<file path="src/rtl/rxr_pkg.sv">
`timescale 1ns/1ps
package rxr_pkg;

  typedef enum logic [3:0] {
    ENT_NORMAL = 4'd0,
    ENT_OMIT   = 4'd1,
    ENT_STALL  = 4'd2,
    ENT_NOOP   = 4'd3
  } entKind_t;

  typedef struct packed {
    logic     hdrWrite;
    entKind_t hdrKind;
    logic     payWrite;
    logic     omitInc;
    logic     omitClear;
    logic     rptFire;
  } ctlStb_t;

  localparam int OMIT_W = 12;

endpackage

</file>
<file path="src/rtl/rxr_ctrl.sv">
`timescale 1ns/1ps
module rxr_ctrl
  import rxr_pkg::*;
#(
  parameter int CFG_W = 16
) (
  input  logic             clk,
  input  logic             rst_n,
  input  logic             hdrValid,
  input  logic             beatValid,
  input  logic [CFG_W-1:0] reportInterval,
  input  logic [CFG_W-1:0] idleTimeout,
  input  logic             hdrFull,
  input  logic             payFull,
  input  logic             hdrAligned,
  input  logic             hdrNextAligned,
  input  logic             omitPending,
  output ctlStb_t          stb
);

  localparam logic [CFG_W:0] ONE_X = {{CFG_W{1'b0}}, 1'b1};

  logic             payStalled;
  logic             padActive;
  logic [CFG_W-1:0] idleCnt;
  logic [CFG_W-1:0] rptCnt;
  logic             stallStart;
  logic             idleExpire;
  logic             noopFire;
  logic [CFG_W:0]   idleNext;
  logic [CFG_W:0]   rptNext;

  assign idleNext   = {1'b0, idleCnt} + ONE_X;
  assign rptNext    = {1'b0, rptCnt} + ONE_X;
  assign idleExpire = (idleTimeout != '0) && (idleNext >= {1'b0, idleTimeout});

  // Decision for this cycle: packet header, payload beat, then padding.
  always_comb begin
    stb        = '0;
    stb.hdrKind = ENT_NORMAL;
    stallStart = 1'b0;
    noopFire   = 1'b0;
    if (hdrValid) begin
      if (hdrFull) begin
        stb.omitInc = 1'b1;
      end else begin
        stb.hdrWrite  = 1'b1;
        stb.hdrKind   = omitPending ? ENT_OMIT : ENT_NORMAL;
        stb.omitClear = omitPending;
      end
    end else if (beatValid && !payStalled) begin
      if (payFull) begin
        stallStart = 1'b1;
        if (hdrFull) begin
          stb.omitInc = 1'b1;
        end else begin
          stb.hdrWrite = 1'b1;
          stb.hdrKind  = ENT_STALL;
        end
      end else begin
        stb.payWrite = 1'b1;
      end
    end
    if (!stb.hdrWrite && !hdrAligned && !hdrFull && !payStalled &&
        (padActive || idleExpire)) begin
      noopFire     = 1'b1;
      stb.hdrWrite = 1'b1;
      stb.hdrKind  = ENT_NOOP;
    end
    stb.rptFire = (reportInterval != '0) && (rptNext >= {1'b0, reportInterval});
  end

  always_ff @(posedge clk or negedge rst_n) begin
    if (!rst_n) begin
      payStalled <= 1'b0;
      padActive  <= 1'b0;
      idleCnt    <= '0;
      rptCnt     <= '0;
    end else begin
      if (hdrValid)        payStalled <= 1'b0;
      else if (stallStart) payStalled <= 1'b1;

      if (stb.hdrWrite) padActive <= (padActive || noopFire) && !hdrNextAligned;
      else              padActive <= padActive && !hdrAligned;

      if (stb.hdrWrite || hdrAligned) idleCnt <= '0;
      else if (!idleExpire)           idleCnt <= idleNext[CFG_W-1:0];

      rptCnt <= stb.rptFire ? '0 : rptNext[CFG_W-1:0];
    end
  end

  AST_NO_HDR_OVERRUN: assert property (@(posedge clk) disable iff (!rst_n)
    stb.hdrWrite |-> !hdrFull);
  AST_NO_PAY_OVERRUN: assert property (@(posedge clk) disable iff (!rst_n)
    stb.payWrite |-> !payFull);
  AST_STALL_BLOCKS_PAY: assert property (@(posedge clk) disable iff (!rst_n)
    payStalled |-> !stb.payWrite);
  AST_NOOP_ONLY_MISALIGNED: assert property (@(posedge clk) disable iff (!rst_n)
    (stb.hdrWrite && stb.hdrKind == ENT_NOOP) |-> (!hdrAligned && !payStalled));

endmodule

</file>
<file path="src/rtl/rxr_dpath.sv">
`timescale 1ns/1ps
module rxr_dpath
  import rxr_pkg::*;
#(
  parameter int          HDR_IDX_W = 3,
  parameter int          PAY_IDX_W = 4,
  parameter int          UNIT_LOG2 = 1,
  parameter logic [31:0] HDR_BASE  = 32'h0001_0000,
  parameter logic [31:0] PAY_BASE  = 32'h0002_0000,
  parameter logic [31:0] RPT_ADDR  = 32'h0003_0000
) (
  input  logic        clk,
  input  logic        rst_n,
  input  ctlStb_t     stb,
  input  logic [15:0] hdrLen,
  input  logic [31:0] beatData,
  input  logic [31:0] hdrRdCursor,
  input  logic [31:0] payRdCursor,
  output logic        hdrFull,
  output logic        payFull,
  output logic        hdrAligned,
  output logic        hdrNextAligned,
  output logic        omitPending,
  output logic        hdrWrEn,
  output logic [31:0] hdrWrAddr,
  output logic [63:0] hdrWrData,
  output logic        payWrEn,
  output logic [31:0] payWrAddr,
  output logic [31:0] payWrData,
  output logic        rptWrEn,
  output logic [31:0] rptWrAddr,
  output logic [63:0] rptWrData
);

  localparam logic [31:0]       HDR_SIZE  = 32'd1 << HDR_IDX_W;
  localparam logic [31:0]       PAY_SIZE  = 32'd1 << PAY_IDX_W;
  localparam logic [31:0]       HDR_MASK  = HDR_SIZE - 32'd1;
  localparam logic [31:0]       PAY_MASK  = PAY_SIZE - 32'd1;
  localparam logic [31:0]       HDR_SPAN  = (HDR_SIZE << 3) - 32'd1;
  localparam logic [31:0]       PAY_SPAN  = (PAY_SIZE << 2) - 32'd1;
  localparam logic [31:0]       UNIT_MASK = (32'd1 << UNIT_LOG2) - 32'd1;
  localparam logic [OMIT_W-1:0] OMIT_MAX  = '1;

  logic [31:0]       hdrWrCur;
  logic [31:0]       payWrCur;
  logic [OMIT_W-1:0] omitCnt;
  logic [31:0]       hdrUsed;
  logic [31:0]       payUsed;
  logic [63:0]       entry;
  logic [15:0]       lenField;
  logic [OMIT_W-1:0] omitField;

  assign hdrUsed        = hdrWrCur - hdrRdCursor;
  assign payUsed        = payWrCur - payRdCursor;
  assign hdrFull        = hdrUsed >= HDR_SIZE;
  assign payFull        = payUsed >= PAY_SIZE;
  assign hdrAligned     = (hdrWrCur & UNIT_MASK) == '0;
  assign hdrNextAligned = ((hdrWrCur + 32'd1) & UNIT_MASK) == '0;
  assign omitPending    = omitCnt != '0;

  always_comb begin
    lenField  = (stb.hdrKind == ENT_NORMAL || stb.hdrKind == ENT_OMIT) ? hdrLen : 16'd0;
    omitField = (stb.hdrKind == ENT_OMIT) ? omitCnt : '0;
    entry     = {omitField, payWrCur, lenField, stb.hdrKind};
  end

  always_ff @(posedge clk or negedge rst_n) begin
    if (!rst_n) begin
      hdrWrCur  <= '0;
      payWrCur  <= '0;
      omitCnt   <= '0;
      hdrWrEn   <= 1'b0;
      hdrWrAddr <= '0;
      hdrWrData <= '0;
      payWrEn   <= 1'b0;
      payWrAddr <= '0;
      payWrData <= '0;
      rptWrEn   <= 1'b0;
      rptWrAddr <= '0;
      rptWrData <= '0;
    end else begin
      hdrWrEn <= stb.hdrWrite;
      if (stb.hdrWrite) begin
        hdrWrAddr <= HDR_BASE | ((hdrWrCur & HDR_MASK) << 3);
        hdrWrData <= entry;
        hdrWrCur  <= hdrWrCur + 32'd1;
      end
      payWrEn <= stb.payWrite;
      if (stb.payWrite) begin
        payWrAddr <= PAY_BASE | ((payWrCur & PAY_MASK) << 2);
        payWrData <= beatData;
        payWrCur  <= payWrCur + 32'd1;
      end
      if (stb.omitClear)                        omitCnt <= '0;
      else if (stb.omitInc && omitCnt != OMIT_MAX) omitCnt <= omitCnt + 1'b1;
      rptWrEn <= stb.rptFire;
      if (stb.rptFire) begin
        rptWrAddr <= RPT_ADDR;
        rptWrData <= {payWrCur, hdrWrCur};
      end
    end
  end

  AST_HDR_ADDR_IN_RING: assert property (@(posedge clk) disable iff (!rst_n)
    hdrWrEn |-> ((hdrWrAddr & ~HDR_SPAN) == HDR_BASE));
  AST_PAY_ADDR_IN_RING: assert property (@(posedge clk) disable iff (!rst_n)
    payWrEn |-> ((payWrAddr & ~PAY_SPAN) == PAY_BASE));
  AST_HDR_SLOT_MATCH: assert property (@(posedge clk) disable iff (!rst_n)
    hdrWrEn |-> (((hdrWrAddr >> 3) & HDR_MASK) == ((hdrWrCur - 32'd1) & HDR_MASK)));
  AST_OMIT_STEP: assert property (@(posedge clk) disable iff (!rst_n)
    (omitCnt != $past(omitCnt)) |-> (omitCnt == $past(omitCnt) + 1'b1 || omitCnt == '0));
  AST_OMIT_CLEARED: assert property (@(posedge clk) disable iff (!rst_n)
    stb.omitClear |=> !omitPending);

endmodule

</file>
<file path="src/rtl/rxr_ring_writer.sv">
`timescale 1ns/1ps
module rxr_ring_writer
  import rxr_pkg::*;
#(
  parameter int          HDR_IDX_W = 3,
  parameter int          PAY_IDX_W = 4,
  parameter int          UNIT_LOG2 = 1,
  parameter int          CFG_W     = 16,
  parameter logic [31:0] HDR_BASE  = 32'h0001_0000,
  parameter logic [31:0] PAY_BASE  = 32'h0002_0000,
  parameter logic [31:0] RPT_ADDR  = 32'h0003_0000
) (
  input  logic             clk,
  input  logic             rst_n,
  input  logic             hdrValid,
  input  logic [15:0]      hdrLen,
  input  logic             beatValid,
  input  logic [31:0]      beatData,
  input  logic [31:0]      hdrRdCursor,
  input  logic [31:0]      payRdCursor,
  input  logic [CFG_W-1:0] reportInterval,
  input  logic [CFG_W-1:0] idleTimeout,
  output logic             hdrWrEn,
  output logic [31:0]      hdrWrAddr,
  output logic [63:0]      hdrWrData,
  output logic             payWrEn,
  output logic [31:0]      payWrAddr,
  output logic [31:0]      payWrData,
  output logic             rptWrEn,
  output logic [31:0]      rptWrAddr,
  output logic [63:0]      rptWrData
);

  ctlStb_t stb;
  logic    hdrFull;
  logic    payFull;
  logic    hdrAligned;
  logic    hdrNextAligned;
  logic    omitPending;

  rxr_ctrl #(.CFG_W(CFG_W)) u_ctrl (
    .clk            (clk),
    .rst_n          (rst_n),
    .hdrValid       (hdrValid),
    .beatValid      (beatValid),
    .reportInterval (reportInterval),
    .idleTimeout    (idleTimeout),
    .hdrFull        (hdrFull),
    .payFull        (payFull),
    .hdrAligned     (hdrAligned),
    .hdrNextAligned (hdrNextAligned),
    .omitPending    (omitPending),
    .stb            (stb)
  );

  rxr_dpath #(
    .HDR_IDX_W (HDR_IDX_W),
    .PAY_IDX_W (PAY_IDX_W),
    .UNIT_LOG2 (UNIT_LOG2),
    .HDR_BASE  (HDR_BASE),
    .PAY_BASE  (PAY_BASE),
    .RPT_ADDR  (RPT_ADDR)
  ) u_dpath (
    .clk            (clk),
    .rst_n          (rst_n),
    .stb            (stb),
    .hdrLen         (hdrLen),
    .beatData       (beatData),
    .hdrRdCursor    (hdrRdCursor),
    .payRdCursor    (payRdCursor),
    .hdrFull        (hdrFull),
    .payFull        (payFull),
    .hdrAligned     (hdrAligned),
    .hdrNextAligned (hdrNextAligned),
    .omitPending    (omitPending),
    .hdrWrEn        (hdrWrEn),
    .hdrWrAddr      (hdrWrAddr),
    .hdrWrData      (hdrWrData),
    .payWrEn        (payWrEn),
    .payWrAddr      (payWrAddr),
    .payWrData      (payWrData),
    .rptWrEn        (rptWrEn),
    .rptWrAddr      (rptWrAddr),
    .rptWrData      (rptWrData)
  );

endmodule

</file>
<file path="config.mk">
export PLATFORM = sky130hd
export DESIGN_NAME = rxr_ring_writer
export DESIGN_NICKNAME = d
export VERILOG_FILES = /design/src/rtl/rxr_pkg.sv /design/src/rtl/rxr_ctrl.sv /design/src/rtl/rxr_dpath.sv /design/src/rtl/rxr_ring_writer.sv
export SDC_FILE = /design/constraint.sdc
export NUM_CORES = 1
export LEC_CHECK = 0
export ABC_AREA = 1
export ABC_CLOCK_PERIOD_IN_PS = 5990
export BUFFER_PORTS_ARGS = -buffer_cell sky130_fd_sc_hd__buf_2
export CORE_ASPECT_RATIO = 2
export CORE_MARGIN = 5
export CORE_UTILIZATION = 47
export DETAILED_ROUTE_END_ITERATION = 10
export GPL_TIMING_DRIVEN = 0
export HOLD_SLACK_MARGIN = 0.02
export PLACE_DENSITY = 0.69
export SLEW_MARGIN = 5
export SYNTH_ARGS = -nofsm -noshare
export SYNTH_HDL_FRONTEND = slang
export SYNTH_SLANG_ARGS = --single-unit
</file>
<file path="constraint.sdc">
create_clock -name clk -period 5.99 [get_ports clk]
set_input_delay 1.797 -clock clk [delete_from_list [all_inputs] [get_ports clk]]
set_output_delay 1.797 -clock clk [all_outputs]
set_load 0.005 [all_outputs]
</file>
# Word level (Yosys, flattened, before mapping)
# Index checks and enable logic that the tools add are counted.
[classes] muxes=28 reduce_logical=27 n_eq_ne=3 n_addsub=7 n_lt_le_gt_ge=4
[ops] cell="$add 32x1->32 const B" count=2
[ops] cell="$logic_not 32->1" count=2
[ops] cell="$mux 16" count=4
[ops] cell="$sub 32x32->32" count=2
[ops] cell="$mux 12" count=3
[ops] cell="$add 16x1->17 const B" count=2
[ops] cell="$ge 17x16->1" count=2
[ops] cell="$ge 32x4->1 const B" count=1
[ops] cell="$ge 32x5->1 const B" count=1
[ops] cell="$reduce_bool 16->1" count=2
[ops] cell="$mux 5" count=5
[ops] cell="$mux 1" count=15
[ops] cell="$add 12x1->12 const B" count=1
[ops] cell="$ne 12x12->1 const B" count=1
[ops] cell="$reduce_bool 12->1" count=1
[ops] cell="$logic_and 1x1->1" count=10
[ops] cell="$mux 7" count=1
[ops] cell="$logic_not 1->1" count=5
[ops] cell="$eq 4x1->1 const B" count=1
[ops] cell="$logic_not 4->1" count=1
[ops] cell="$logic_or 1x1->1" count=4
[ops] cell="$reduce_bool 2->1" count=2
[ops] cell="$ne 2x2->1 const B" count=1
[totals] out_inout_bits=259 register_bits=283 wordCells=85 inputBits=148

# Longest topological paths before layout
# Gate-level depths: netlist of the first run.
[logic_depth] ltp_word=15 depth_mapped=30 ltp_nobuf=30

# Hierarchy
# From an unflattened synthesis of the first run, not the netlist that was laid out.
[hier_totals] cells_unflattened=2682 hier_area_um2=19023.2
[modules_own_cells] mod="rxr_dpath" seq_area_each_um2=6231.0 n_inst=1 cells_per_inst=2210 area_each_um2=15746.4
[modules_own_cells] mod="rxr_ctrl" seq_area_each_um2=850.8 n_inst=1 cells_per_inst=472 area_each_um2=3276.9

# Least setup slack after synthesis of the first run
# Ideal clock, no wire load.
[synth_path] path_kind="input-to-reg" startpoint="input port hdrRdCursor[0]" endpoint="register u_dpath.hdrWrCur[9]" arrival_ps=4212 required_ps=5872 path_stages=19 path_slack_ps=1659 cell_sequence="ha_1 -> inv_1 -> fa_1 -> nand3_1 -> nand2_1 -> nand2_1 -> nand2_1 -> nand2_1 -> nand2_1 -> xor2_1 -> or2_1 -> nor2_1 -> nand3_1 -> nor3_4 -> nand2_4 -> buf_4 -> nor2_1 -> xor2_1 -> inv_1"
[synth_between] elab_chain_cells=12
[synth_rtl] item="start, declared" line_no="rxr_ring_writer.sv:19" text="input logic [31:0] hdrRdCursor,"
[synth_rtl] item="$sub 32x32->32 *" line_no="rxr_dpath.sv:53" text="assign hdrUsed = hdrWrCur - hdrRdCursor;"
[synth_rtl] item="$ge 32x4->1 *" line_no="rxr_dpath.sv:55" text="assign hdrFull = hdrUsed >= HDR_SIZE;"
[synth_rtl] item="$mux 5" line_no="rxr_ctrl.sv:54" text="if (hdrFull) begin"
[synth_rtl] item="$mux 5" line_no="rxr_ctrl.sv:52" text="if (payFull) begin"
[synth_rtl] item="$mux 7" line_no="rxr_ctrl.sv:51" text="end else if (beatValid && !payStalled) begin"
[synth_rtl] item="$mux 5" line_no="rxr_ctrl.sv:43" text="if (hdrValid) begin"
[synth_rtl] item="$logic_not 1->1" line_no="rxr_ctrl.sv:64" text="if (!stb.hdrWrite && !hdrAligned && !hdrFull && !payStalled &&"
[synth_rtl] item="$logic_and 1x1->1 (4 in series)" line_no="rxr_ctrl.sv:64"
[synth_rtl] item="$mux 5 *" line_no="rxr_ctrl.sv:64"
[synth_rtl] item="end signal, assigned" line_no="rxr_dpath.sv:86" text="hdrWrCur <= hdrWrCur + 32'd1;"
[synth_rtl] item="end, declared" line_no="rxr_dpath.sv:44" text="logic [31:0] hdrWrCur;"
# Mark *: on every way between the ends. The rest lies on a longest branch, timed or not.
# A chain may end at the register's enable or synchronous reset.

# Worst setup path after layout of the first run
[layout_path] startpoint="input port payRdCursor[0]" endpoint="register u_dpath.payWrCur[31]"
[layout_between] elab_chain_cells=5
[layout_rtl] item="start, declared" line_no="rxr_ring_writer.sv:20" text="input logic [31:0] payRdCursor,"
[layout_rtl] item="$sub 32x32->32" line_no="rxr_dpath.sv:54" text="assign payUsed = payWrCur - payRdCursor;"
[layout_rtl] item="$ge 32x5->1" line_no="rxr_dpath.sv:56" text="assign payFull = payUsed >= PAY_SIZE;"
[layout_rtl] item="$mux 1" line_no="rxr_ctrl.sv:52"
[layout_rtl] item="$mux 7" line_no="rxr_ctrl.sv:51"
[layout_rtl] item="$mux 1" line_no="rxr_ctrl.sv:43"
[layout_rtl] item="end signal, assigned" line_no="rxr_dpath.sv:92" text="payWrCur <= payWrCur + 32'd1;"
[layout_rtl] item="end, declared" line_no="rxr_dpath.sv:45" text="logic [31:0] payWrCur;"
# Every way passes these cells.

==> results of run 1 <==
## layer usage
layer | GRT usage (%) | vias to the layer above
li1 | - | 9504
met1 | 29.0 | 8934
met2 | 57.7 | 615
met3 | 3.42 | 235
met4 | 20.0 | 0
met5 | 0 | -
## worst max-delay path by stage
stage                         startpoint                     to  slack [ns]  cells past startpoint
after CTS                 payRdCursor[0]   u_dpath.payWrCur[31]        0.58                     19
after floorplan           hdrRdCursor[0]    u_dpath.hdrWrCur[9]        1.66                     19
after global placement             rst_n  u_dpath.payWrData[19]       -2.12                      1
after global routing      payRdCursor[0]   u_dpath.payWrCur[18]        0.31                     22
final                     payRdCursor[0]   u_dpath.payWrCur[31]        0.49                     19
after detailed placement  payRdCursor[0]   u_dpath.payWrCur[31]        0.02                     19
## logic make-up after synthesis
family                   Yosys count
AND/OR/NAND/NOR                 1455
buffers and inverters            613
flip-flops                       281
AO/OA/AOI/OAI                    267
adder cells (fa/ha/maj)          102
XOR/XNOR                          99
other                              1
## final cells by class
class	count	area [µm²]	share of cell area, %
sequential	281	7030	30.7
buffer	137	886	3.87
multi-input combinational	2010	10000	43.8
clock buffer	35	756	3.30
timing repair buffer	321	1660	7.26
antenna	1	2.50	0.0109
tap	535	669	2.92
inverter	476	1790	7.81
clock inverter	10	72.6	0.317
## cell usage after synthesis, drive strengths merged (2+ instances only)
cell type  number
ha            100
o221ai          2
nor4           25
fa              2
o21a            5
a31oi           3
o21ai         163
nand4          43
inv           476
xor2           87
a21oi          84
dfrtp         281
buf           108
nor3           53
nand3         156
a21o            3
xnor2          12
nor2          230
or2             7
and2            5
o21bai          2
nor3b           3
nand3b         20
and3            4
clkbuf         29
nand2         908
## placed cells by master, fill, tap and decap left out, types with 9 or more instances in the layout
master       n
clkbuf_1    32
clkbuf_16   27
nor4_1      25
xor2_1      87
xnor2_1     12
nor3_1      51
conb_1      87
buf_2      333
nand4_1     42
buf_4       92
dfrtp_1    281
nor2_1     224
a21oi_1     82
o21ai_1     36
inv_1      474
nand2_1    897
ha_1       100
o21ai_0    127
nand2_2      9
nand3b_1    19
nand3_1    151
## flip-flops by register name, indices dropped and copies added (netlist names)
| register | count |
|---|---|
| u_dpath.rptWrEn | 1 |
| u_dpath.payWrEn | 1 |
| u_dpath.hdrWrData | 62 |
| u_dpath.payWrCur | 32 |
| u_ctrl.idleCnt | 16 |
| u_dpath.rptWrData | 64 |
| u_dpath.payWrAddr | 5 |
| u_dpath.omitCnt | 12 |
| u_dpath.hdrWrAddr | 4 |
| u_ctrl.rptCnt | 16 |
| u_dpath.hdrWrEn | 1 |
| u_dpath.payWrData | 32 |
| u_dpath.rptWrAddr | 1 |
| u_ctrl.padActive | 1 |
| u_dpath.hdrWrCur | 32 |
| u_ctrl.payStalled | 1 |
## power by group through the flow
stage | sequential (mW) | clock, mW | combinational, mW
after floorplan | 2.05 | 0 | 0.510
after global placement | 2.06 | 0 | 0.761
after detailed placement | 2.07 | 0 | 0.784
after CTS | 2.03 | 1.68 | 0.789
after global routing | 2.04 | 1.75 | 0.900
final | 2.03 | 1.65 | 0.794
## stage by stage
stage / utilization [%] / power [mW] / hold slack [ns] / cells / area, µm²
CTS: 55.8 / 4.50 / 0.467 / 3805 / 22900
detailed placement: 53.8 / 2.85 / 0.449 / 3760 / 22100
global route: 55.8 / 4.69 / 0.493 / 3806 / 22900
global placement: 53.7 / 2.82 / 0.451 / 3758 / 22000
floorplan: - / 2.56 / 0.451 / 2904 / 19700
finish: 55.8 / 4.48 / 0.464 / 3806 / 22900
==> flow_metrics.tcl, run 1 <==
set metrics [dict create \
    status "complete, no violations" \
    final.fill_count 4133 \
    netlist_top_cells_area "dfrtp_1, nand2_1, inv_1, ha_1, nor2_1" \
    hold_class "reg -> reg" \
    pin_count 407 \
    cts_tree "done" \
    synth-compound-area-share_pct 7.18 \
    syn_to_final_growth_pct 18.0 \
    rsz0062_at_grt "false" \
    routabilityCongestion 1.06 \
    io_buffers 319 \
    cts_buffer_depth 3 \
    max-cap-violations 0 \
    async_flop_share_pct 100 \
    min_to "u_dpath.payWrAddr[17]" \
    cts.sinks 281 \
    switching_share_pct 29.4 \
    min_path_cells 1 \
    synth_adder_area_share_pct 6.66 \
    power_switching_mw 1.31 \
    endpoint_kind "flop" \
    dp.final_hpwl_mm 59.3 \
    clkPwrFrac_pct 36.9 \
    die_y_um 297 \
    synth_ff_type "dfrtp_1" \
    setup_ws_ns 0.492 \
    hold_viol_final 0 \
    criticalPathCategory "in -> reg" \
    relSlewSlack_pct 21.4 \
    viasPerCell 5.07 \
    cp_cell_sequence "buf_2 -> ha_1 -> inv_1 -> fa_1 -> nand3_1 -> nand3_1 -> nand3_1 -> nand3_1 -> xnor2_1 -> nand2_1 -> nor2_1 -> nand2_1 -> nor2_1 -> nand3_1 -> nor2_1 -> nand2_1 -> inv_2 -> clkbuf_1 -> o21ai_0" \
    nNetsFinal 3503 \
    synth_cells 2818 \
    arrival_ns 5.90 \
    synth_warnings 0 \
    seq_area_frac_synth_pct 36.2 \
    synthXorXnorAreaFrac_pct 4.47 \
    avgSynthCellArea_um2 6.89 \
    critPathLaunchType "input port" \
    wl_met1_mm 23.2 \
    synth_top_family_by_area "simple AND/OR/NAND/NOR gates" \
    drive_above_1_share_pct 15.5 \
    placementRows 105 \
    cts.clk_slew.worst_paths_ns 0.07 \
    wl_met2_mm 38.1 \
    num_vias 19300 \
    die_area_mm2 0.0457 \
    postCtsSetupBuffers 0 \
    slew_violations 0 \
    detail_route.wl_per_cell_um 18.5 \
    dr.max_layer_used "met4" \
    cts_root_buf "clkbuf_16" \
    p_leak_nw 13.4 \
    synth_edf_count 0 \
    pre_cts_slack_ns 0.0223 \
    regToRegEndpoint "u_dpath.payWrCur[31]" \
    design.core.area_mm2 0.0410 \
    p_int_mw 3.16 \
    setup_viol 0 \
    clk-insertion-delay-late_ns 0.55 \
    cp.buffers_inverters 4 \
    worstMarginPinSlew_ns 1.17 \
    finalClockSkew_ns 0.0160 \
    synth_simple_gate_area_share_pct 31.7 \
    die_x_um 154 \
    synthDistinctLibCells 47 \
    drc 0 \
    peakVddDrop_mv 0.178 \
    ys_ff_latch 281 \
    yosysTopAreaCell "dfrtp_1" \
    ff2ff_path_depth 19 \
    synth_top_area_share_pct 36.2 \
    overflow 0 \
    ant_nets 0 \
    start_util_pct 47.3 \
    cts_hold_buffers 0 \
    cpLargestDelayFamily "simple AND/OR/NAND/NOR gates" \
    rr_startpoint "u_dpath.payWrCur[0]" \
    synth_area_mm2 0.0194 \
    grt_pass1_wl_mm 107 \
    wl_met3_mm 3.23 \
    p_seq_share_pct 45.4 \
    dr.pass1.iters 8 \
    min-delay-start "u_dpath.payWrAddr[17]" \
    grt_util_all_layers_pct 29.9 \
    drt_iter0_markers 1103 \
    cpMaxStageDelayCell "clkbuf_1" \
    critical_path_required_ns 6.39 \
    cp_common_cell "nand3_1" \
    muxShareOfSynthArea_pct 0 \
    r2r_setup_slack_ns 1.07 \
    crit_path_max_incr_delay_ns 0.51 \
    period_needed_ns 5.50 \
    antenna_found_initial 2 \
    tns_ns 0 \
    cts_resized 0 \
    crit_fanout 10 \
    wl_mm 70.5 \
    fmax_mhz 182 \
    htreeDepth 1 \
    grt_pass1_vias 19500 \
    numCtsBuffers 26 \
    p_comb_share_pct 17.7 \
    grt_max_degree 119 \
    powerDensity_mw_per_mm2 196 \
    period_share_pct 91.8 \
]
Power figures use the tool's default switching activity.
==> run 2, diff against run 1 <==
--- a/config.mk
+++ b/config.mk
@@ -5,7 +5,6 @@
 export SDC_FILE = /design/constraint.sdc
 export NUM_CORES = 1
 export LEC_CHECK = 0
-export ABC_AREA = 1
 export ABC_CLOCK_PERIOD_IN_PS = 5990
 export BUFFER_PORTS_ARGS = -buffer_cell sky130_fd_sc_hd__buf_2
 export CORE_ASPECT_RATIO = 2
@@ -14,7 +13,7 @@
 export DETAILED_ROUTE_END_ITERATION = 10
 export GPL_TIMING_DRIVEN = 0
 export HOLD_SLACK_MARGIN = 0.02
-export PLACE_DENSITY = 0.69
+export PLACE_DENSITY = 0.7
 export SLEW_MARGIN = 5
 export SYNTH_ARGS = -nofsm -noshare
 export SYNTH_HDL_FRONTEND = slang
==> run 2 against run 1 <==
Effect of this change: sequential share of layout area grew 2.2 points; clock skew is essentially flat; register-to-register slack lost 0.43 ns; critical path depth shrank 2; core utilization grew 1.4 points; wire length shrank 20%; power grew 2.2%; cell count shrank 26%; fmax shrank 7.5%.
==> flow_metrics.tcl, run 2 <==
set metrics [dict create \
    async_flop_share_pct 100 \
    arrival_ns 6.39 \
    yosysTopAreaCell "dfrtp_1" \
    period_share_pct 99.2 \
    final_cell_mix "buf_2, dfrtp_1, nand2_1" \
    design.core.area_mm2 0.0373 \
    post_dp_cell_area_mm2 0.0203 \
    dp.final_hpwl_mm 45.7 \
    cts.sinks 281 \
    drc 0 \
    period_needed_ns 5.94 \
    muxShareOfSynthArea_pct 7.19 \
    p_leak_nw 11.5 \
    largest_reg_flops 64 \
    setup_viol 0 \
    clk-insertion-delay-late_ns 0.56 \
    avgSynthCellArea_um2 9.37 \
    viasPerCell 5.49 \
    numCtsBuffers 27 \
    setup_ws_ns 0.0487 \
    grt_util_all_layers_pct 25.8 \
    ys_ff_latch 281 \
    synth_cells 1898 \
    largest-register "u_dpath.rptWrData" \
    place_inst 2763 \
    pre_cts_slack_ns -1.57 \
    grt_pass1_vias 16100 \
    dr.pass1.iters 4 \
    cts_buffer_depth 3 \
    wl_mm 56.2 \
    drt_iter0_markers 512 \
    crit_fanout 10 \
    synth_ff_type "dfrtp_1" \
    criticalPathCategory "in -> reg" \
    synthXorXnorAreaFrac_pct 6.79 \
    fmax_mhz 168 \
    syn_to_final_growth_pct 20.0 \
    placementRows 100 \
    netlist_top_cells_area "dfrtp_1, ha_1, mux2_2, nand2_1, buf_4" \
    synth_edf_count 0 \
    cts_hold_buffers 0 \
    synth_area_mm2 0.0178 \
    endpoint_kind "flop" \
    start_util_pct 47.7 \
    cts_root_buf "clkbuf_16" \
    peakVddDrop_mv 0.230 \
    grt_pass1_wl_mm 86.6 \
    status "complete, no violations" \
    critical_path_required_ns 6.44 \
    synth_commonest_cells "dfrtp_1, nand2_1, inv_1, nor2_1, mux2_2" \
    num_vias 15400 \
    reg_top3 "u_dpath.rptWrData: 64 flops, u_dpath.hdrWrData: 62 flops" \
    rsz0062_at_grt "false" \
    htreeDepth 1 \
    grt_max_degree 100 \
    slew_violations 0 \
    io_buffers 318 \
    die_area_mm2 0.0421 \
    final_cell_area_mm2 0.0214 \
    pin_count 407 \
    synth_warnings 0 \
    routabilityCongestion 0.971 \
    finalClockSkew_ns 0.0157 \
    yosysMostFrequentCell "dfrtp_1" \
    drive_above_1_share_pct 26.3 \
    detail_route.wl_per_cell_um 20.0 \
    overflow 0 \
    final_common_cell "buf_2" \
    nNetsFinal 2584 \
    antenna_found_initial 1 \
    worstMarginPinSlew_ns 1.09 \
    synthDistinctLibCells 88 \
    die_x_um 148 \
    final_cells 2811 \
    cts_tree "done" \
    die_y_um 285 \
    ant_nets 0 \
    r2r_setup_slack_ns 0.64 \
    hold_viol_final 0 \
    synth_simple_gate_area_share_pct 17.7 \
    powerDensity_mw_per_mm2 214 \
    synth-compound-area-share_pct 13.1 \
    synth_top_family_by_area "simple AND/OR/NAND/NOR gates" \
    max-cap-violations 0 \
    seq_area_frac_synth_pct 39.5 \
    hold_class "reg -> reg" \
    critPathLaunchType "input port" \
    synth_adder_area_share_pct 7.26 \
    relSlewSlack_pct 27.5 \
    cts.clk_slew.worst_paths_ns 0.06 \
    synth_top_area_share_pct 39.5 \
]
==> run 2: logic make-up (layout without fill, tap and decap cells) <==
group           count (synthesis)  after routing
compound gates                341            341
simple gates                  627            627
xor+xnor                      138            138
mux                           115            115
flops                         281            281
buf+inv                       293            660
fa+ha+maj                     102            102
other cells                     1             88
==> run 2: timing repair <==
action,4_1_cts,5_1_grt
setup endpoints to repair,124,132
gates resized for setup,11,4
setup buffers,2,0
==> run 2: per-stage QoR <==
stage	power, mW	util (%)	setup TNS, ns	hold WS (ns)
2_1_floorplan	2.53	-	0	0.454
3_3_place_gp	2.76	54.4	-722.20	0.447
3_5_place_dp	2.78	54.6	-151.19	0.457
4_1_cts	4.62	57.2	0	0.473
5_1_grt	4.79	57.3	0	0.497
6_report	4.58	57.3	0	0.469
==> run 2: final cells by class <==
cell class / instances / area [µm²]
Sequential cell: 281 / 7030
Timing Repair Buffer: 322 / 1670
Multi-Input combinational cell: 1410 / 9650
Clock inverter: 11 / 165
Antenna cell: 1 / 2.50
Clock buffer: 35 / 766
Tap cell: 459 / 574
Buffer: 155 / 977
Inverter: 137 / 514
Fill cell: 3381 / 15900
==> run 2: path summary, 6_finish.rpt <==
| kind | startpoint | to | cells after the start |
|---|---|---|---|
| max | hdrRdCursor[29] | u_dpath.hdrWrData[0] | 17 |
| min | u_dpath.payWrData[10] | u_dpath.payWrData[10] | 2 |
| max reg2reg | u_ctrl.idleCnt[0] | u_dpath.hdrWrData[0] | 19 |
| min reg2reg | u_dpath.payWrData[10] | u_dpath.payWrData[10] | 2 |
| max in group asynchronous | rst_n | u_dpath.hdrWrData[50] | 2 |
| min in group asynchronous | rst_n | u_dpath.rptWrData[38] | 1 |
==> run 2: metal layers <==
layer	GRT usage (%)	wire, µm
met1	23.6	18100
met4	12.8	3160
met3	3.54	2630
met2	53.3	32300
met5	0	20
==> run 2: critical path, stage by stage <==
cell	delay [ns]
buf_2	0.07
inv_1	0.04
ha_1	0.28
clkbuf_1	0.22
a21oi_1	0.33
o22ai_1	0.26
a2111oi_2	0.68
nor4bb_1	0.30
nand4b_1	0.15
nor4_1	0.43
nand4_1	0.27
nor4b_4	0.54
o21ai_2	0.22
buf_6	0.22
buf_6	0.17
nand3b_1	0.22
o21a_1	0.15
==> run 2: power breakdown <==
group	total [mW]	internal, mW	switching, mW
Clock	1.82	1.07	0.752
Combinational	0.696	0.305	0.391
Sequential	2.06	1.97	0.0912
Total	4.58	3.34	1.23
